--- src/rtl/conv_pattern_gen.sv ---
module conv_pattern_gen #(
  parameter int DIV     = 2,
  parameter int M_MAX   = 2,
  parameter int S_MAX   = 2,
  parameter int N       = 8,
  parameter bit REVERSE = 1'b0,
  localparam int TOTAL  = DIV * M_MAX * S_MAX,
  localparam int W      = TOTAL * N,
  localparam int CW     = $clog2(M_MAX + 1),
  localparam int SW     = $clog2(S_MAX + 1)
) (
  input  logic          clk,
  input  logic          rst_n,
  input  logic          en,
  input  logic [1:0]    mode,
  input  logic [CW-1:0] act_m,
  input  logic [SW-1:0] act_s,
  output logic [W-1:0]  data_out,
  output logic          valid
);

  localparam logic [6:0] PRBS_SEED = 7'h7F;

  logic [1:0]    mode_q;
  logic [CW-1:0] m_q, eff_m;
  logic [SW-1:0] s_q, eff_s;
  logic [6:0]    prbs_q, prbs_src, prbs_next;
  logic          phase_q, phase_src;
  logic [N-1:0]  base_q, base_src;
  logic          restart;
  logic          started;
  logic [W-1:0]  prbs_w, chk_w, ramp_w, sel_w, mask_w, out_w;
  logic [N-1:0]  alt;

  assign eff_m = (act_m == '0 || act_m > CW'(M_MAX)) ? CW'(M_MAX) : act_m;
  assign eff_s = (act_s == '0 || act_s > SW'(S_MAX)) ? SW'(S_MAX) : act_s;

  assign restart   = (mode != mode_q) || (eff_m != m_q) || (eff_s != s_q);
  assign prbs_src  = restart ? PRBS_SEED : prbs_q;
  assign phase_src = restart ? 1'b0 : phase_q;
  assign base_src  = restart ? '0 : base_q;

  always_comb begin
    logic [6:0] st;
    logic       nb;
    st = prbs_src;
    prbs_w = '0;
    for (int k = 0; k < TOTAL; k++) begin
      for (int b = N - 1; b >= 0; b--) begin
        nb = st[6] ^ st[5];
        prbs_w[k*N + b] = nb;
        st = {st[5:0], nb};
      end
    end
    prbs_next = st;
  end

  always_comb begin
    for (int i = 0; i < N; i++) alt[i] = i[0];
  end

  genvar k;
  generate
    for (k = 0; k < TOTAL; k++) begin : g_slot
      localparam int SM = (k / S_MAX) % M_MAX;
      localparam int SS = k % S_MAX;
      localparam int POS = REVERSE ? (TOTAL - 1 - k) : k;
      logic on;
      assign chk_w[k*N +: N]  = ((k % 2 == 1) ^ phase_src) ? ~alt : alt;
      assign ramp_w[k*N +: N] = base_src + N'(k);
      assign on = (CW'(SM) < eff_m) && (SW'(SS) < eff_s);
      assign mask_w[k*N +: N] = on ? sel_w[k*N +: N] : '0;
      assign out_w[POS*N +: N] = mask_w[k*N +: N];
    end
  endgenerate

  always_comb begin
    case (mode)
      2'd0:    sel_w = prbs_w;
      2'd1:    sel_w = chk_w;
      2'd2:    sel_w = ramp_w;
      default: sel_w = '0;
    endcase
  end

  always_ff @(posedge clk) begin
    if (!rst_n) begin
      mode_q   <= 2'd0;
      m_q      <= CW'(M_MAX);
      s_q      <= SW'(S_MAX);
      prbs_q   <= PRBS_SEED;
      phase_q  <= 1'b0;
      base_q   <= '0;
      data_out <= '0;
      valid    <= 1'b0;
      started  <= 1'b0;
    end else begin
      valid   <= en;
      started <= 1'b1;
      if (en) begin
        mode_q   <= mode;
        m_q      <= eff_m;
        s_q      <= eff_s;
        prbs_q   <= prbs_next;
        phase_q  <= ~phase_src;
        base_q   <= base_src + N'(TOTAL);
        data_out <= out_w;
      end
    end
  end

  // the shift register must never lock up in the all-zero state
  p_prbs_live_r4: assert property (@(posedge clk) disable iff (!rst_n)
    prbs_q != 7'd0);

  // valid trails enable by exactly one clock
  p_valid_en_r9: assert property (@(posedge clk) disable iff (!rst_n)
    started |-> (valid == $past(en)));

  // a disabled clock leaves the output word untouched
  p_hold_r9: assert property (@(posedge clk) disable iff (!rst_n)
    !en |=> $stable(data_out));

  // the zero mode produces an all-zero word
  p_zero_mode_r1: assert property (@(posedge clk) disable iff (!rst_n)
    (valid && mode_q == 2'd3) |-> (data_out == '0));

endmodule

--- config.mk ---
export PLATFORM = sky130hd
export DESIGN_NAME = conv_pattern_gen
export DESIGN_NICKNAME = d
export VERILOG_FILES = /design/src/rtl/conv_pattern_gen.sv
export SDC_FILE = /design/constraint.sdc
export NUM_CORES = 1
export LEC_CHECK = 0
export BUFFER_PORTS_ARGS = -buffer_cell sky130_fd_sc_hd__buf_2
export CAP_MARGIN = 40
export CORE_UTILIZATION = 40
export DETAILED_ROUTE_END_ITERATION = 16
export PLACE_DENSITY = 0.68
export SLEW_MARGIN = 15
export SYNTH_ARGS = -nofsm -noshare
export SYNTH_HDL_FRONTEND = slang
export SYNTH_SLANG_ARGS = --single-unit
--- constraint.sdc ---
create_clock -name clk -period 3.9 [get_ports clk]
set_input_delay 1.17 -clock clk [delete_from_list [all_inputs] [get_ports clk]]
set_output_delay 1.17 -clock clk [all_outputs]
set_load 0.1 [all_outputs]
==> flow_summary_export.csv <==
group,metric,value,unit
sta,setup_viol,0,
worst_setup_path,cp_cell_sequence,"buf_2, nor2b_2, o22ai_4, nand4_1, inv_1, ha_1, a21oi_1, xor2_1, a2111oi_0, nor2_1",
sta,finalCriticalPeriod,3.44,ns
worst_setup_path,critPathCapture,"data_out[44]",
sta,hold_violations,0,
sta,setup_tns,0,ns
min_path,hp-class,"reg -> reg",
worst_setup_path,arrival,3.66,ns
detailed_routing,drt-initial-drc-count,719,
worst_setup_path,worst_setup_path_start_kind,"input pin",
cells_and_area,finish.utilization,46.6,%
grt,antenna_found_initial,0,
worst_setup_path,crit_cells,10,
floorplan,start_util,40.9,%
yosys,synth.area.top_cells,"dfxtp_1, xnor2_1, xor2_1",
grt,first_global_vias,5021,
worst_setup_path,rrSetupSlack,1.08,ns
worst_setup_path,critPathMaxFanout,12,
sta,grt_setup_unrepaired,"false",
outcome,status,"finished clean",
worst_setup_path,slowest_delay,0.55,ns
worst_setup_path,slowest_stage,"a2111oi_0",
cells_and_area,diodes,0,
yosys,synth_seq_cells,87,
yosys,synth_edf_count,0,
placement,hpwl,14200,um
yosys,synth_flop_cell,"dfxtp_1",
worst_setup_path,r2r_end,"data_out[44]",
worst_setup_path,required,4.12,ns
detailed_routing,first_pass_iters,5,
clock_network,cts.sink_count,87,
detailed_routing,via_per_inst,6.05,
worst_setup_path,r2r-start,"s_q[1]",
floorplan,dieWidth,121,um
clock_network,clock-root-buffer,"clkbuf_16",
yosys,synth_most_common_cell,"dfxtp_1",
sta,worstMarginPinSlew,0.801,ns
grt,grt_max_degree,51,
yosys,synthesis.area,5670,um^2
clock_network,cts_buffer_depth,2,
yosys,synthesis.instances,683,
worst_setup_path,rr_worst_depth,9,
floorplan,io_pins,74,
yosys,yosys.area.top_type,"dfxtp_1",
floorplan,rows,43,
yosys,syn-num-nets,702,
clock_network,tritoncts,"done",
sta,fin_skew,0.0147,ns
grt,grt_usage,28.1,%
yosys,ys_seq_area_share,30.7,%
detailed_routing,drc,0,
cells_and_area,fin_nets,756,
yosys,yosysWarnings,0,
worst_setup_path,cp-startpoint,"act_s[0]",
clock_network,cts_resized,0,
yosys,avgSynthCellArea,8.31,um^2
cells_and_area,syn_to_final_growth,13.9,%
worst_setup_path,cp-end-kind,"flop",
floorplan,chipHeight,121,um
grt,grt.overflow.total,0,
sta,maxSlewHeadroom,46.4,%
placement,io_buffers,73,
detailed_routing,wl_per_cell,21.8,um
yosys,ys_top_cells_by_count,"dfxtp_1, o21ai_0, nand2_1",
worst_setup_path,crit_family,"compound AO/OA/AOI/OAI gates",
grt,grt_pass1_wl,30600,um
sta,fmax,0.290,GHz
power_and_ir_drop,p_per_area,375,nW/um^2
clock_network,cts_max_level,3,
worst_setup_path,cp_num_buf_inv,2,
placement,gp_congestion,1.02,
job,maxCapViolations,0,
detailed_routing,drt-total-wl,20100,um
detailed_routing,num_vias,5572,
floorplan,die-area,14700,um^2
power_and_ir_drop,vdd_ir_drop_max,0.000214,V
clock_network,clkTransAtPathRegs,0.06,ns
cells_and_area,fillers,1401,
clock_network,ctsHoldBuffers,0,
detailed_routing,ant_nets,0,
clock_network,post-cts-setup-buffers,0,
floorplan,core,13900,um^2
worst_setup_path,critPathKind,"in -> reg",
yosys,async_flop_share,0,%
yosys,synthDominantCellAreaShare,30.7,%
power_and_ir_drop,cellLeakagePower,2.63,nW
sta,maxSlewViolCount,0,
sta,finalCritPeriodShare,88.3,%
yosys,synth_cell_type_count,62,
clock_network,cts_buffers,9,
cells_and_area,final_layout_size_suffix_gt1_share,18.4,%
clock_network,clock_latency,0.36,ns
-- per-stage QoR --
stage	hold WS (ns)	instance area, um^2	total power, mW	std cells	setup WS, ns
after global placement	0.435	6170	1.57	905	0.218
after detailed placement	0.437	6180	1.57	906	0.186
after global routing	0.490	6460	2.51	921	0.312
final	0.446	6460	2.42	921	0.456
after floorplan	0.460	5670	1.44	683	0.218
after CTS	0.451	6460	2.42	921	0.544
-- cell type report --
cell class                 instances  area, um^2  area share [%]
clock buffer                      11         233            3.60
tap                              180         225            3.48
timing repair buffer             101         579            8.96
inverter                          13        48.8           0.755
sequential                        87        1740            26.9
clock inverter                     4        47.5           0.735
multi-input combinational        525        3590            55.5
-- flip-flops by register name (all words and copies together), names as in the netlist --
signal / count
phase_q: 1
base_q: 8
m_q: 2
prbs_q: 7
data_out: 64
mode_q: 2
s_q: 2
valid: 1
-- cell usage in the layout, fill, tap and decap left out, types with 4 or more instances in the layout --
master     Yosys  routed
and2_1         4       4
a21oi_1       42      42
a32o_1         4       4
buf_4          7      27
nor3_1         5       5
clkbuf_16      0       9
nand2b_1       9       9
a211oi_1       7       7
a221oi_1       4       4
xor2_1        44      44
mux2i_1        6       6
nor2b_1       22      21
a221o_1        4       4
o221ai_1       4       4
a21boi_0      10      10
buf_2          9      73
nand3b_1       4       4
nand2_1       65      65
a211o_1        4       4
a2111oi_0      4       4
and3_1         8       8
nand4_1        6       6
xnor2_2        4       4
o21ai_0       67      67
o211ai_1      10      10
ha_1          10      10
a22oi_1        5       5
xnor2_1       45      45
a31oi_1        6       6
a22o_1        21      21
nand3_1       13      13
a32oi_1        9       9
dfxtp_1       87      87
inv_1         12      12
nor2_1        34      34
-- logic make-up after synthesis --
group | synth area share [%]
AO/OA/AOI/OAI | 26.9
XOR/XNOR | 16.7
adder cells (fa/ha/maj) | 2.21
buffers and inverters | 6.09
flip-flops | 30.7
multiplexers | 1.06
AND/OR/NAND/NOR | 16.3
-- worst min path at each step --
stage | startpoint | end | slack, ns | cells after the start
final | data_out[42] | data_out[42] | 0.45 | 2
after global routing | data_out[19] | data_out[19] | 0.49 | 2
after CTS | data_out[42] | data_out[42] | 0.45 | 2
after detailed placement | data_out[42] | data_out[42] | 0.44 | 2
after global placement | data_out[12] | data_out[12] | 0.43 | 2
after floorplan | m_q[0] | m_q[0] | 0.46 | 2
-- tightest hold or removal path: stages (launching register included) --
cell,delay [ns]
dfxtp_1,0.32
nand2_1,0.04
o21ai_0,0.05
-- routing by layer --
layer  track usage [%]  vias to the layer above  share of wire [%]  routed length [um]
met5                 0                        -                  0                   0
met4              12.6                        0                3.3                 667
met3              7.05                       51                 11                2160
met2              39.2                      360                 41                8220
met1              40.1                     2613                 45                9020
li1                  -                     2548                  -                   -
-- report_power, final --
part           total [mW]  internal [mW]  switching (mW)
combinational       0.608          0.163           0.445
clock               0.855          0.491           0.364
sequential          0.960          0.920          0.0405
total                2.42           1.57           0.849
Note: power is estimated with default switching activity, not from simulation.
